$ cat src/rtl/refdiv_pkg.sv
package refdiv_pkg;

  localparam int RATIO_W = 14;

  typedef enum logic [1:0] {
    MODE_DIRECT = 2'd0,
    MODE_AUTO8K = 2'd1,
    MODE_DIVN   = 2'd2
  } mode_e;

  // sel = {programmable-divide bit, preset-divide bit}; programmable wins
  function automatic mode_e decode_mode(input logic [1:0] sel);
    if (sel[1])      return MODE_DIVN;
    else if (sel[0]) return MODE_AUTO8K;
    return MODE_DIRECT;
  endfunction

  // Preset ratios down to 8 kHz; zero marks an unsupported code
  function automatic logic [RATIO_W-1:0] auto_ratio(input logic [3:0] code);
    case (code)
      4'd1:    return RATIO_W'(193);
      4'd2:    return RATIO_W'(256);
      4'd3:    return RATIO_W'(810);
      4'd4:    return RATIO_W'(2430);
      4'd5:    return RATIO_W'(3240);
      4'd6:    return RATIO_W'(4860);
      4'd7:    return RATIO_W'(6480);
      4'd8:    return RATIO_W'(9720);
      default: return '0;
    endcase
  endfunction

endpackage

$ cat src/rtl/ref_sync_edge.sv
module ref_sync_edge #(
  parameter int STAGES = 2
) (
  input  logic clk,
  input  logic rst_n,
  input  logic ref_in,
  input  logic fall_sel,
  output logic edge_pulse
);
  logic [STAGES-1:0] sync_q;
  logic              prev_q;
  logic              level;

  assign level = sync_q[STAGES-1];

  always_ff @(posedge clk) begin
    if (!rst_n) begin
      sync_q <= '0;
      prev_q <= 1'b0;
    end else begin
      sync_q <= {sync_q[STAGES-2:0], ref_in};
      prev_q <= level;
    end
  end

  assign edge_pulse = (level ^ prev_q) & (fall_sel ? ~level : level);
endmodule

$ cat src/rtl/ratio_select.sv
module ratio_select
  import refdiv_pkg::*;
#(
  parameter int N_W = 16
) (
  input  mode_e              mode,
  input  logic [3:0]         code,
  input  logic [N_W-1:0]     n_value,
  output logic [RATIO_W-1:0] ratio,
  output logic               code_bad
);
  logic [RATIO_W-1:0] preset;
  logic [N_W-1:0]     n_plus;

  assign preset = auto_ratio(code);
  assign n_plus = n_value + N_W'(1);

  always_comb begin
    code_bad = 1'b0;
    unique case (mode)
      MODE_DIVN:   ratio = RATIO_W'(n_plus);
      MODE_AUTO8K: begin
        ratio    = preset;
        code_bad = (preset == '0);
      end
      default:     ratio = RATIO_W'(1);
    endcase
  end
endmodule

$ cat src/rtl/div_counter.sv
module div_counter
  import refdiv_pkg::*;
(
  input  logic               clk,
  input  logic               rst_n,
  input  logic               clear,
  input  logic               run,
  input  logic               tick,
  input  logic [RATIO_W-1:0] ratio,
  output logic               evt
);
  logic [RATIO_W-1:0] cnt_q;
  logic               last;

  assign last = (cnt_q >= ratio - RATIO_W'(1));

  always_ff @(posedge clk) begin
    if (!rst_n || clear || !run) begin
      cnt_q <= '0;
      evt   <= 1'b0;
    end else if (tick) begin
      cnt_q <= last ? '0 : cnt_q + RATIO_W'(1);
      evt   <= last;
    end else begin
      evt   <= 1'b0;
    end
  end
endmodule

$ cat src/rtl/refclk_prediv.sv
module refclk_prediv
  import refdiv_pkg::*;
#(
  parameter int NUM_REFS    = 2,
  parameter int SYNC_STAGES = 2,
  parameter int N_MAX       = 12499,
  parameter int N_RESET     = 1
) (
  input  logic                  clk,
  input  logic                  rst_n,
  input  logic [NUM_REFS-1:0]   ref_clk_in,
  input  logic [NUM_REFS*8-1:0] chan_cfg,
  input  logic                  edge_fall,
  input  logic                  n_hi_we,
  input  logic                  n_lo_we,
  input  logic [7:0]            n_wdata,
  output logic [NUM_REFS-1:0]   evt_out,
  output logic                  n_err,
  output logic [NUM_REFS-1:0]   code_err
);
  localparam int          N_W      = 16;
  localparam logic [7:0]  KEY_MASK = 8'hCF;

  logic [N_W-1:0]      n_q;
  logic                pol_q;
  logic                n_write;
  logic                pol_change;
  logic [NUM_REFS-1:0] divn_sel;

  assign n_write    = n_hi_we | n_lo_we;
  assign pol_change = (pol_q != edge_fall);

  always_ff @(posedge clk) begin
    if (!rst_n) begin
      n_q   <= N_W'(N_RESET);
      pol_q <= 1'b0;
    end else begin
      if (n_hi_we) n_q[15:8] <= n_wdata;
      if (n_lo_we) n_q[7:0]  <= n_wdata;
      pol_q <= edge_fall;
    end
  end

  assign n_err = (n_q == '0) || (n_q > N_W'(N_MAX));

  for (genvar ch = 0; ch < NUM_REFS; ch++) begin : g_ch
    logic [7:0]         key_now;
    logic [7:0]         key_q;
    mode_e              mode;
    logic [RATIO_W-1:0] ratio;
    logic               tick;
    logic               run;
    logic               clear;

    assign key_now = chan_cfg[ch*8 +: 8] & KEY_MASK;
    assign mode    = decode_mode(key_now[7:6]);

    always_ff @(posedge clk) begin
      if (!rst_n) key_q <= '0;
      else        key_q <= key_now;
    end

    ratio_select #(.N_W(N_W)) i_ratio (
      .mode     (mode),
      .code     (key_now[3:0]),
      .n_value  (n_q),
      .ratio    (ratio),
      .code_bad (code_err[ch])
    );

    ref_sync_edge #(.STAGES(SYNC_STAGES)) i_sync (
      .clk        (clk),
      .rst_n      (rst_n),
      .ref_in     (ref_clk_in[ch]),
      .fall_sel   (edge_fall),
      .edge_pulse (tick)
    );

    assign divn_sel[ch] = (mode == MODE_DIVN);
    assign run          = ~code_err[ch] & ~(divn_sel[ch] & n_err);
    assign clear        = n_write | pol_change | (key_now != key_q);

    div_counter i_div (
      .clk   (clk),
      .rst_n (rst_n),
      .clear (clear),
      .run   (run),
      .tick  (tick),
      .ratio (ratio),
      .evt   (evt_out[ch])
    );
  end
endmodule

$ cat config.mk
export PLATFORM = sky130hd
export DESIGN_NAME = refclk_prediv
export DESIGN_NICKNAME = d
export VERILOG_FILES = /design/src/rtl/refdiv_pkg.sv /design/src/rtl/ref_sync_edge.sv /design/src/rtl/ratio_select.sv /design/src/rtl/div_counter.sv /design/src/rtl/refclk_prediv.sv
export SDC_FILE = /design/constraint.sdc
export NUM_CORES = 1
export LEC_CHECK = 0
export ABC_AREA = 1
export BUFFER_PORTS_ARGS = -buffer_cell sky130_fd_sc_hd__buf_4
export CAP_MARGIN = 20
export CORE_MARGIN = 3
export CORE_UTILIZATION = 32
export CTS_BUF_LIST = sky130_fd_sc_hd__clkbuf_4 sky130_fd_sc_hd__clkbuf_8
export DETAILED_ROUTE_END_ITERATION = 6
export SLEW_MARGIN = 15
export SYNTH_ARGS = -nofsm -noshare
export SYNTH_HDL_FRONTEND = slang
export SYNTH_HIERARCHICAL = 1
export SYNTH_SLANG_ARGS = --single-unit
$ cat constraint.sdc
create_clock -name clk -period 5.71 [get_ports clk]
set_input_delay 0.2855 -clock clk [delete_from_list [all_inputs] [get_ports clk]]
set_output_delay 0.2855 -clock clk [all_outputs]
set_load 0.02 [all_outputs]
==> results of run 1 <==
==> flip-flops by register name, indices dropped and copies added, names as in the netlist <==
register / count
pol_q: 1
g_ch.i_div/cnt_q: 28
g_ch.i_div/evt: 2
n_q: 16
g_ch.key_q: 12
g_ch.i_sync/sync_q: 4
g_ch.i_sync/prev_q: 2
==> worst max-delay path, cell delays in order, from the launching register on <==
cell     delay, ns
dfxtp_1       0.61
ha_1          0.27
nand2_1       0.11
nor2_1        0.16
nand2_1       0.08
o21ai_1       0.19
a21oi_2       0.11
nor2_1        0.15
nand2_1       0.08
nor3_2        0.20
nand3_1       0.13
xnor2_1       0.19
inv_1         0.06
ha_1          0.29
nand2_1       0.08
nor2_2        0.13
nand2_1       0.07
nor2_1        0.08
nand2_1       0.05
nand3_1       0.09
nand2_2       0.08
nand2_4       0.21
nor2_1        0.07
==> report_power, final <==
group | total [uW] | internal [uW] | switching (uW) | leakage [uW]
Sequential | 491 | 467 | 23.2 | 0.000532
Combinational | 291 | 113 | 178 | 0.00219
Clock | 435 | 210 | 225 | 0.0000996
Total | 1220 | 790 | 426 | 0.00282
==> kinds of logic after synthesis <==
family          count (synthesis)
xor+xnor                       58
compound gates                101
simple gates                  445
fa+ha+maj                      52
mux                             2
buf+inv                       147
flops                          65
==> worst paths after layout <==
check	startpoint	slack, ns	endpoint	cells after the start
worst min-delay path	ref_clk_in[0]	0.08	g_ch[0].i_sync/sync_q[0]$_SDFF_PN0_	3
worst max-delay path	n_q[0]$_SDFFE_PN1P_	2.11	g_ch[1].i_div/cnt_q[7]$_SDFFE_PP0P_	22
worst min register to register	g_ch[1].i_sync/sync_q[0]$_SDFF_PN0_	0.42	g_ch[1].i_sync/sync_q[1]$_SDFF_PN0_	2
worst max register to register	n_q[0]$_SDFFE_PN1P_	2.11	g_ch[1].i_div/cnt_q[7]$_SDFFE_PP0P_	22
==> Yosys cell counts <==
| library cell | count | area share |
|---|---|---|
| o21ai_1 | 6 | 0.0053 |
| xnor2_1 | 19 | 0.029 |
| nor2_2 | 31 | 0.034 |
| nor3_1 | 7 | 0.0061 |
| o21bai_2 | 2 | 0.0039 |
| o21a_1 | 2 | 0.0026 |
| nand3_2 | 7 | 0.012 |
| nand3_1 | 57 | 0.050 |
| o21ai_0 | 28 | 0.025 |
| nor3_2 | 7 | 0.012 |
| nor2_4 | 4 | 0.0079 |
| a21oi_1 | 48 | 0.042 |
| inv_1 | 122 | 0.080 |
| ha_1 | 52 | 0.11 |
| a21oi_2 | 4 | 0.0061 |
| buf_2 | 7 | 0.0061 |
| nand4_1 | 12 | 0.013 |
| nand2_4 | 2 | 0.0039 |
| o211ai_1 | 2 | 0.0026 |
| nor3_4 | 1 | 0.0028 |
| buf_12 | 2 | 0.0070 |
| xor2_1 | 39 | 0.060 |
| o22ai_1 | 1 | 0.0011 |
| or2_1 | 2 | 0.0022 |
| clkbuf_1 | 4 | 0.0026 |
| nand2_1 | 177 | 0.12 |
| a31oi_1 | 2 | 0.0022 |
| inv_2 | 7 | 0.0046 |
| mux2i_1 | 2 | 0.0035 |
| dfxtp_1 | 65 | 0.23 |
| nand3b_1 | 2 | 0.0026 |
| clkinv_1 | 1 | 0.00066 |
| o31ai_1 | 2 | 0.0026 |
| buf_6 | 4 | 0.0079 |
| o21bai_1 | 4 | 0.0053 |
| nand2_2 | 14 | 0.015 |
| nor2_1 | 122 | 0.080 |
==> stage by stage <==
stage                     area, um2  total power, uW  utilization  hold slack, ns
final                          6310             1220        0.362          0.0755
after global routing           6310             1310        0.362          0.0603
after CTS                      6310             1240        0.362          0.0585
after detailed placement       6090              794        0.350           0.402
after global placement         6090              789        0.350           0.393
after floorplan                5720              719            -           0.379
==> final cells by class <==
type,count,area (um2),area share
Clock buffer,9,124,0.0196
Sequential cell,65,1300,0.206
Tap cell,225,282,0.0446
Clock inverter,7,87.6,0.0139
Multi-Input combinational cell,658,3790,0.601
Timing Repair Buffer,31,233,0.0369
Inverter,130,488,0.0774
==> metal layers <==
metal  share of wire  wire [um]
met1            0.50       6410
met2            0.44       5660
met3           0.035        447
met4           0.018        232
met5               0          0
==> results.sh, run 1 <==
export IMPL_finalNonFillerCells=1125
export IMPL_die_w_um=140
export IMPL_avgSynthCellArea_um2=6.57
export IMPL_htree_levels=3
export IMPL_fin_setup_tns_ns=0
export IMPL_cts_tree="yes"
export IMPL_grtUsageMet2=0.218
export IMPL_synth_compound_area_share=0.0983
export IMPL_area_growth_pct=10.3
export IMPL_slew_headroom=0.677
export IMPL_fin_nets=978
export IMPL_met1_usage=0.181
export IMPL_grt_max_degree=38
export IMPL_period_share=0.631
export IMPL_setup_viol=0
export IMPL_buffer_ports_inserted=31
export IMPL_numCtsBuffers=9
export IMPL_first_iter_violations=240
export IMPL_worstSetupPathType="flop to flop"
export IMPL_drive_above_1_share=0.140
export IMPL_gr_max_usage_layer="met2"
export IMPL_place_ws_ns=1.97
export IMPL_hold_viol_final=0
export IMPL_postCtsHoldBufs=0
export IMPL_fin_crit_ns=3.60
export IMPL_synth_top_family_by_area="simple AND/OR/NAND/NOR gates"
export IMPL_n_fill_cell=1897
export IMPL_drt_pass1_iter_count=4
export IMPL_power_density_nw_per_um2=193
export IMPL_synthDistinctLibCells=37
export IMPL_clkTransAtPathRegs_ns=0.09
export IMPL_hold_class="input port to flop"
export IMPL_cts_setup_buffers=0
export IMPL_irDropWorstVdd_v=0.000106
export IMPL_cts_repair_resize_count=0
export IMPL_synth_xor_xnor_area_share=0.0889
export IMPL_arrival_ns=3.88
export IMPL_route_detailed_drc=0
export IMPL_row_count=48
export IMPL_p_leak_uw=0.00282
export IMPL_max_slew_worst_pin_slew_ns=0.484
export IMPL_layout_common_cells="177 x nand2_1, 122 x inv_1, 122 x nor2_1"
export IMPL_cp_end_kind="flop"
export IMPL_fp_dieH_um=140
export IMPL_num_vias=5173
export IMPL_start_kind="flop"
export IMPL_rsz0062_at_grt="false"
export IMPL_ios=36
export IMPL_grt_usage=0.136
export IMPL_cts_max_path_buffers=2
export IMPL_synthMuxAreaShare=0.00350
export IMPL_synth_fa_ha_area_frac=0.114
export IMPL_seq_area_frac_synth=0.228
export IMPL_routed_via_density=4.60
export IMPL_gr_usage_met3=0.0313
export IMPL_finClkSkew_ns=0.0143
export IMPL_syn_nets=953
export IMPL_core_um2=17400
export IMPL_synthesis_area_um2=5720
export IMPL_cts_sinks=65
export IMPL_path_max_fanout=14
export IMPL_die_area_um2=19500
export IMPL_final_common_cell="nand2_1"
export IMPL_ys_ff_latch=65
export IMPL_grt_overflow=0
export IMPL_grt_pass1_vias=4806
export IMPL_clk_latency_ns=0.38
export IMPL_maxSlewViolCount=0
export IMPL_drv_cap=0
export IMPL_syn_inst=870
export IMPL_cp_required_ns=5.99
export IMPL_grt_pass1_wl_mm=22.1
export IMPL_fmax_ghz=0.277
export IMPL_hpwl_mm=9.75
export IMPL_diodes=0
export IMPL_antenna_found_initial=0
export IMPL_clock_tree_root_cell="clkbuf_8"
export IMPL_gp_congestion=0.845
export IMPL_wl_per_cell_um=11.3
export IMPL_drtAntennaViolNets=0
export IMPL_wirelength_mm=12.8
export IMPL_yosys_warnings=6
export IMPL_start_util=0.328
export IMPL_dp_cells=1109
export IMPL_layout_setup_ws_ns=2.11
export IMPL_status="complete, no violations"
export IMPL_synthSimpleGateAreaFrac=0.359
Note: power is estimated with default switching activity, not from simulation.
==> run 2, diff against run 1 <==
- clock period: 5.71 -> 2.99 ns (I/O delays scaled with it)
==> run 2 against run 1 <==
  * The flow now finishes with violations (negative setup slack)
  * Largest power group unchanged
  * Largest cell class unchanged
  * Setup slack worse by 2.1 ns
  * Critical endpoint is now g_ch[1].i_div/cnt_q[13]$_SDFFE_PP0P_
  * Final area up 24%
  * Clock skew about the same
  * Sequential share of layout area down 3.8 points
==> results.sh, run 2 (synthesized netlist as in run 1, its figures left out) <==
export IMPL_setup_viol=7
export IMPL_fmax_ghz=0.332
export IMPL_layout_common_cells="160 x nand2_1, 144 x buf_4, 120 x inv_1"
export IMPL_wirelength_mm=14.4
export IMPL_route_detailed_drc=0
export IMPL_r2r_slack_ns=-0.02
export IMPL_core_um2=17400
export IMPL_rsz0062_at_grt="true"
export IMPL_fp_dieH_um=140
export IMPL_power_density_nw_per_um2=327
export IMPL_irDropWorstVdd_v=0.000226
export IMPL_arrival_ns=3.32
export IMPL_clkTransAtPathRegs_ns=0.09
export IMPL_final_common_cell="nand2_1"
export IMPL_antenna_found_initial=0
export IMPL_path_max_fanout=7
export IMPL_routed_via_density=4.53
export IMPL_holdPathEnd="n_q[14]$_SDFFE_PN0P_"
export IMPL_grt_pass1_vias=5243
export IMPL_top_regs="g_ch.i_div/cnt_q x28, n_q x16, g_ch.key_q x12"
export IMPL_r2r_end="g_ch[1].i_div/cnt_q[13]$_SDFFE_PP0P_"
export IMPL_drtAntennaViolNets=0
export IMPL_status="finished, violations left"
export IMPL_dp_cells=1218
export IMPL_htree_levels=3
export IMPL_largest_reg_flops=28
export IMPL_fin_crit_ns=3.01
export IMPL_maxSlewViolCount=0
export IMPL_drt_pass1_iter_count=4
export IMPL_drv_cap=0
export IMPL_finalNonFillerCells=1254
export IMPL_grt_max_degree=38
export IMPL_row_count=48
export IMPL_start_util=0.328
export IMPL_num_vias=5684
export IMPL_cp_required_ns=3.30
export IMPL_clk_latency_ns=0.37
export IMPL_grt_overflow=0
export IMPL_hpwl_mm=10.9
export IMPL_die_area_um2=19500
export IMPL_r2r_cells=21
export IMPL_grt_pass1_wl_mm=24.1
export IMPL_p_leak_uw=0.00356
export IMPL_grt_usage=0.148
export IMPL_cts_sinks=65
export IMPL_fin_nets=1107
export IMPL_buffer_ports_inserted=31
export IMPL_diodes=0
export IMPL_violations="negative setup slack"
export IMPL_cp_end_kind="flop"
export IMPL_hold_class="input port to flop"
export IMPL_hold_viol_final=0
export IMPL_start_kind="flop"
export IMPL_clock_tree_root_cell="clkbuf_8"
export IMPL_worstSetupPathType="flop to flop"
export IMPL_area_growth_pct=36.6
export IMPL_hold_path_depth=3
export IMPL_layout_setup_ws_ns=-0.0242
export IMPL_drive_above_1_share=0.323
export IMPL_top_register="g_ch.i_div/cnt_q"
export IMPL_wl_per_cell_um=11.5
export IMPL_worstReg2RegStart="n_q[0]$_SDFFE_PN1P_"
export IMPL_numCtsBuffers=9
export IMPL_gp_congestion=0.842
export IMPL_cts_tree="yes"
export IMPL_period_share=1.01
export IMPL_worstHoldStart="n_wdata[6]"
export IMPL_finish_utilization=0.448
export IMPL_cts_max_path_buffers=2
export IMPL_slew_headroom=0.371
export IMPL_first_iter_violations=162
export IMPL_max_slew_worst_pin_slew_ns=0.941
export IMPL_ios=36
export IMPL_n_fill_cell=1796
export IMPL_die_w_um=140
export IMPL_finClkSkew_ns=0.0140
[run 2: changes by cell type in the layout (fill, tap and decap cells not counted), moves of 7 or more]
cell / previous run / this run
buf_6: 0 / 8
dfxtp_1: 65 / 58
nor2_1: 122 / 106
nand3_1: 57 / 46
nor2_4: 4 / 19
a21oi_1: 48 / 31
a21oi_2: 4 / 21
nand2_1: 177 / 160
nand2_2: 14 / 28
buf_4: 31 / 144
o21ai_0: 28 / 20
nand3_2: 7 / 16
[run 2: worst max-delay path by stage]
stage,startpoint,end,cells after the start
after global placement,chan_cfg[15],g_ch[1].i_div/cnt_q[9]$_SDFFE_PP0P_,24
final,n_q[0]$_SDFFE_PN1P_,g_ch[1].i_div/cnt_q[13]$_SDFFE_PP0P_,21
after detailed placement,chan_cfg[15],g_ch[1].i_div/cnt_q[7]$_SDFFE_PP0P_,24
after global routing,n_q[0]$_SDFFE_PN1P_,g_ch[0].i_div/cnt_q[4]$_SDFFE_PP0P_,24
after floorplan,chan_cfg[14],g_ch[1].i_div/cnt_q[10]$_SDFFE_PP0P_,26
after CTS,n_q[0]$_SDFFE_PN1P_,g_ch[1].i_div/evt$_SDFF_PP0_,23
[run 2: layer usage]
| metal | wire length [um] | track usage | part of all wire | vias to the layer above |
|---|---|---|---|---|
| li1 | - | - | - | 3057 |
| met1 | 6760 | 0.196 | 0.47 | 2564 |
| met2 | 7100 | 0.252 | 0.49 | 52 |
| met3 | 389 | 0.0227 | 0.027 | 11 |
| met4 | 184 | 0.0403 | 0.013 | 0 |
| met5 | 0 | 0 | 0 | - |
[run 2: final cells by class]
| cell class | instances | area [um2] | area share |
|---|---|---|---|
| Clock inverter | 7 | 85.1 | 0.0109 |
| Inverter | 130 | 488 | 0.0625 |
| Timing Repair Buffer | 158 | 1230 | 0.158 |
| Clock buffer | 9 | 124 | 0.0159 |
| Multi-Input combinational cell | 660 | 4280 | 0.548 |
| Sequential cell | 65 | 1320 | 0.168 |
| Tap cell | 225 | 282 | 0.0361 |
[run 2: critical path, cell delays in order (launching register included)]
cell and delay, ns:
dfxtp_4 0.42, ha_4 0.15, nand2_2 0.08, nor2_4 0.14, nand2_2 0.07, o21ai_2 0.16, a21oi_2 0.09, buf_4 0.13
buf_4 0.13, nor3_4 0.23, nand3_2 0.10, xor2_1 0.16, ha_1 0.29, nand2_2 0.09, nor2_4 0.04, nand2_1 0.05
nand2_1 0.05, nor2_1 0.11, nand3_2 0.10, nand2_4 0.14, nand2_8 0.10, nor2_2 0.14
[run 2: power by group]
| part | internal (uW) | switching [uW] |
|---|---|---|
| Sequential | 893 | 36.6 |
| Clock | 401 | 413 |
| Combinational | 375 | 437 |
[run 2: stage by stage]
stage	power (uW)	hold WS, ns	setup TNS [ns]	setup slack, ns	instance area (um2)
finish	2560	0.0187	-0.0513	-0.0242	7810
global route	2730	0.0117	-6.84	-0.272	7810
CTS	2510	0.00117	0	0.00329	7480
detailed placement	1650	0.332	-4.50	-0.202	6930
global placement	1640	0.328	-3.75	-0.145	6930
floorplan	1380	0.243	0	0.00136	5730
[run 2: repair_timing]
action                                  in CTS  in global routing
endpoints found under the hold margin        7                  0
resized for setup                           44                 80
pin swaps                                   17                 39
setup buffers                                7                  5
hold buffers                                 6                  0
cloned                                       2                  0
endpoints found under the setup margin      29                 30
==> run 3, diff against run 2 <==
- CELL_PAD_IN_SITES_DETAIL_PLACEMENT: unset -> 0
- CELL_PAD_IN_SITES_GLOBAL_PLACEMENT: unset -> 1
- PLACE_DENSITY_LB_ADDON: unset -> 0.1
==> run 3 against run 2 <==
  * The run still ends with negative setup slack left
  * Clock-buffer cell count unchanged
  * Sequential power about the same
  * Total power up 8.6%
  * First-iteration DRC count up 19%
  * Die area unchanged
  * Final area up 2.5%
  * Combinational power up 6.2%
  * Largest power group is now the clock network
  * Setup slack worse by 0.016 ns
  * Global-route usage up 1.3 points
  * Register-to-register slack worse by 0.02 ns
==> results.sh, run 3 (synthesized netlist as in run 1, its figures left out) <==
export IMPL_status="finished, violations left"
export IMPL_violations="negative setup slack"
export IMPL_period_share=1.01
export IMPL_hold_viol_final=0
export IMPL_clk_latency_ns=0.37
export IMPL_routed_via_density=4.57
export IMPL_dp_cells=1226
export IMPL_wirelength_mm=16.2
export IMPL_layout_setup_ws_ns=-0.0403
export IMPL_drv_cap=0
export IMPL_maxSlewViolCount=0
export IMPL_diodes=0
export IMPL_clock_tree_root_cell="clkbuf_8"
export IMPL_drive_above_1_share=0.342
export IMPL_max_slew_worst_pin_slew_ns=0.881
export IMPL_finalPower_uw=2780
export IMPL_worstSetupPathType="flop to flop"
export IMPL_fin_crit_ns=3.03
export IMPL_first_iter_violations=193
export IMPL_seq_area_um2=1320
export IMPL_die_area_um2=19500
export IMPL_die_w_um=140
export IMPL_num_vias=5759
export IMPL_cp_end_kind="flop"
export IMPL_hold_class="input port to flop"
export IMPL_cp_required_ns=3.28
export IMPL_finClkSkew_ns=0.0218
export IMPL_path_max_fanout=7
export IMPL_grt_overflow=0
export IMPL_grt_pass1_wl_mm=25.8
export IMPL_largest_reg_flops=28
export IMPL_top_register="g_ch.i_div/cnt_q"
export IMPL_cts_max_path_buffers=2
export IMPL_core_um2=17400
export IMPL_layout_common_cells="159 x nand2_1, 153 x buf_4, 118 x inv_1"
export IMPL_finalNonFillerCells=1261
export IMPL_cts_tree="yes"
export IMPL_multiInputGateArea_um2=4380
export IMPL_fin_nets=1114
export IMPL_top_regs="g_ch.i_div/cnt_q x28, n_q x16, g_ch.key_q x12"
export IMPL_irDropWorstVdd_v=0.000165
export IMPL_drtAntennaViolNets=0
export IMPL_n_fill_cell=1816
export IMPL_power_density_nw_per_um2=347
export IMPL_buffer_ports_inserted=31
export IMPL_cts_sinks=65
export IMPL_fp_dieH_um=140
export IMPL_numCtsBuffers=9
export IMPL_finish_utilization=0.459
export IMPL_grt_max_degree=38
export IMPL_final_common_cell="nand2_1"
export IMPL_rsz0062_at_grt="true"
export IMPL_worst_hold_slack_ns=0.0233
export IMPL_start_util=0.328
export IMPL_gp_congestion=0.859
export IMPL_row_count=48
export IMPL_start_kind="flop"
export IMPL_fmax_ghz=0.330
export IMPL_hpwl_mm=12.4
export IMPL_ios=36
export IMPL_htree_levels=3
export IMPL_route_detailed_drc=0
export IMPL_drt_pass1_iter_count=4
export IMPL_setup_viol=14
export IMPL_antenna_found_initial=0
export IMPL_p_leak_uw=0.00364
export IMPL_area_growth_pct=39.9
export IMPL_grt_usage=0.161
export IMPL_grt_pass1_vias=5378
export IMPL_wl_per_cell_um=12.8
export IMPL_arrival_ns=3.32
export IMPL_slew_headroom=0.410
export IMPL_clkTransAtPathRegs_ns=0.09
[run 3: changes by cell type in the layout (fill, tap and decap cells not counted), sizes merged]
cell and change:
buf +7, bufinv +2, clkinv -1, inv -1
[run 3: timing repair]
item / CTS / global route
gates resized for setup: 43 / 105
hold endpoints to repair: 6 / 0
gates cloned: 2 / 0
setup buffers: 6 / 6
pin swaps: 19 / 64
setup endpoints to repair: 30 / 30
hold buffers: 6 / 0
[run 3: final timing paths]
kind	from	endpoint	slack, ns	cells after the start
hold reg to reg	g_ch[0].i_sync/sync_q[0]$_SDFF_PN0_	g_ch[0].i_sync/sync_q[1]$_SDFF_PN0_	0.42	2
hold / removal	n_wdata[6]	n_q[14]$_SDFFE_PN0P_	0.02	3
setup / recovery	n_q[3]$_SDFFE_PN0P_	g_ch[1].i_div/cnt_q[11]$_SDFFE_PP0P_	-0.04	22
setup reg to reg	n_q[3]$_SDFFE_PN0P_	g_ch[1].i_div/cnt_q[11]$_SDFFE_PP0P_	-0.04	22
[run 3: routing by layer]
metal | GRT usage | vias up | routed length [um]
li1 | - | 3079 | -
met1 | 0.225 | 2618 | 8110
met2 | 0.260 | 54 | 7600
met3 | 0.0289 | 8 | 355
met4 | 0.0347 | 0 | 125
met5 | 0 | - | 0
[run 3: area by class of cell]
cell class              instances  area share
multi-input cells             660       0.548
flip-flops and latches         65       0.165
repair buffers                165       0.160
inverters                     130      0.0610
well taps                     225      0.0352
clock inverters                 7      0.0156
clock buffers                   9      0.0155
[run 3: per-stage QoR]
stage / cell area (um2) / setup TNS (ns) / setup WS, ns
after CTS: 7530 / -1.79 / -0.0950
after floorplan: 5730 / 0 / 0.00136
after detailed placement: 6990 / -6.34 / -0.289
after global placement: 6990 / -5.02 / -0.249
after global routing: 8000 / -6.43 / -0.252
final: 8000 / -0.216 / -0.0403
[run 3: critical path: stages (launching register included)]
cell     delay [ns]
dfxtp_4        0.37
buf_4          0.14
inv_1          0.11
a21oi_1        0.08
o21ai_1        0.10
a21oi_1        0.14
nor2_1         0.13
nand2_1        0.10
nor3_2         0.23
buf_4          0.15
nand2_2        0.04
nor2_2         0.11
xnor2_1        0.08
ha_1           0.32
nand2_2        0.09
nor2_4         0.04
nand2_1        0.06
nand2_1        0.05
nor2_2         0.12
nand3_2        0.09
nand2_4        0.14
nand2_8        0.11
nor2_4         0.14
[run 3: power breakdown]
group / total (uW) / switching, uW / internal (uW)
Sequential: 929 / 36.2 / 893
Clock: 985 / 422 / 563
Combinational: 862 / 461 / 400
Total: 2780 / 920 / 1860
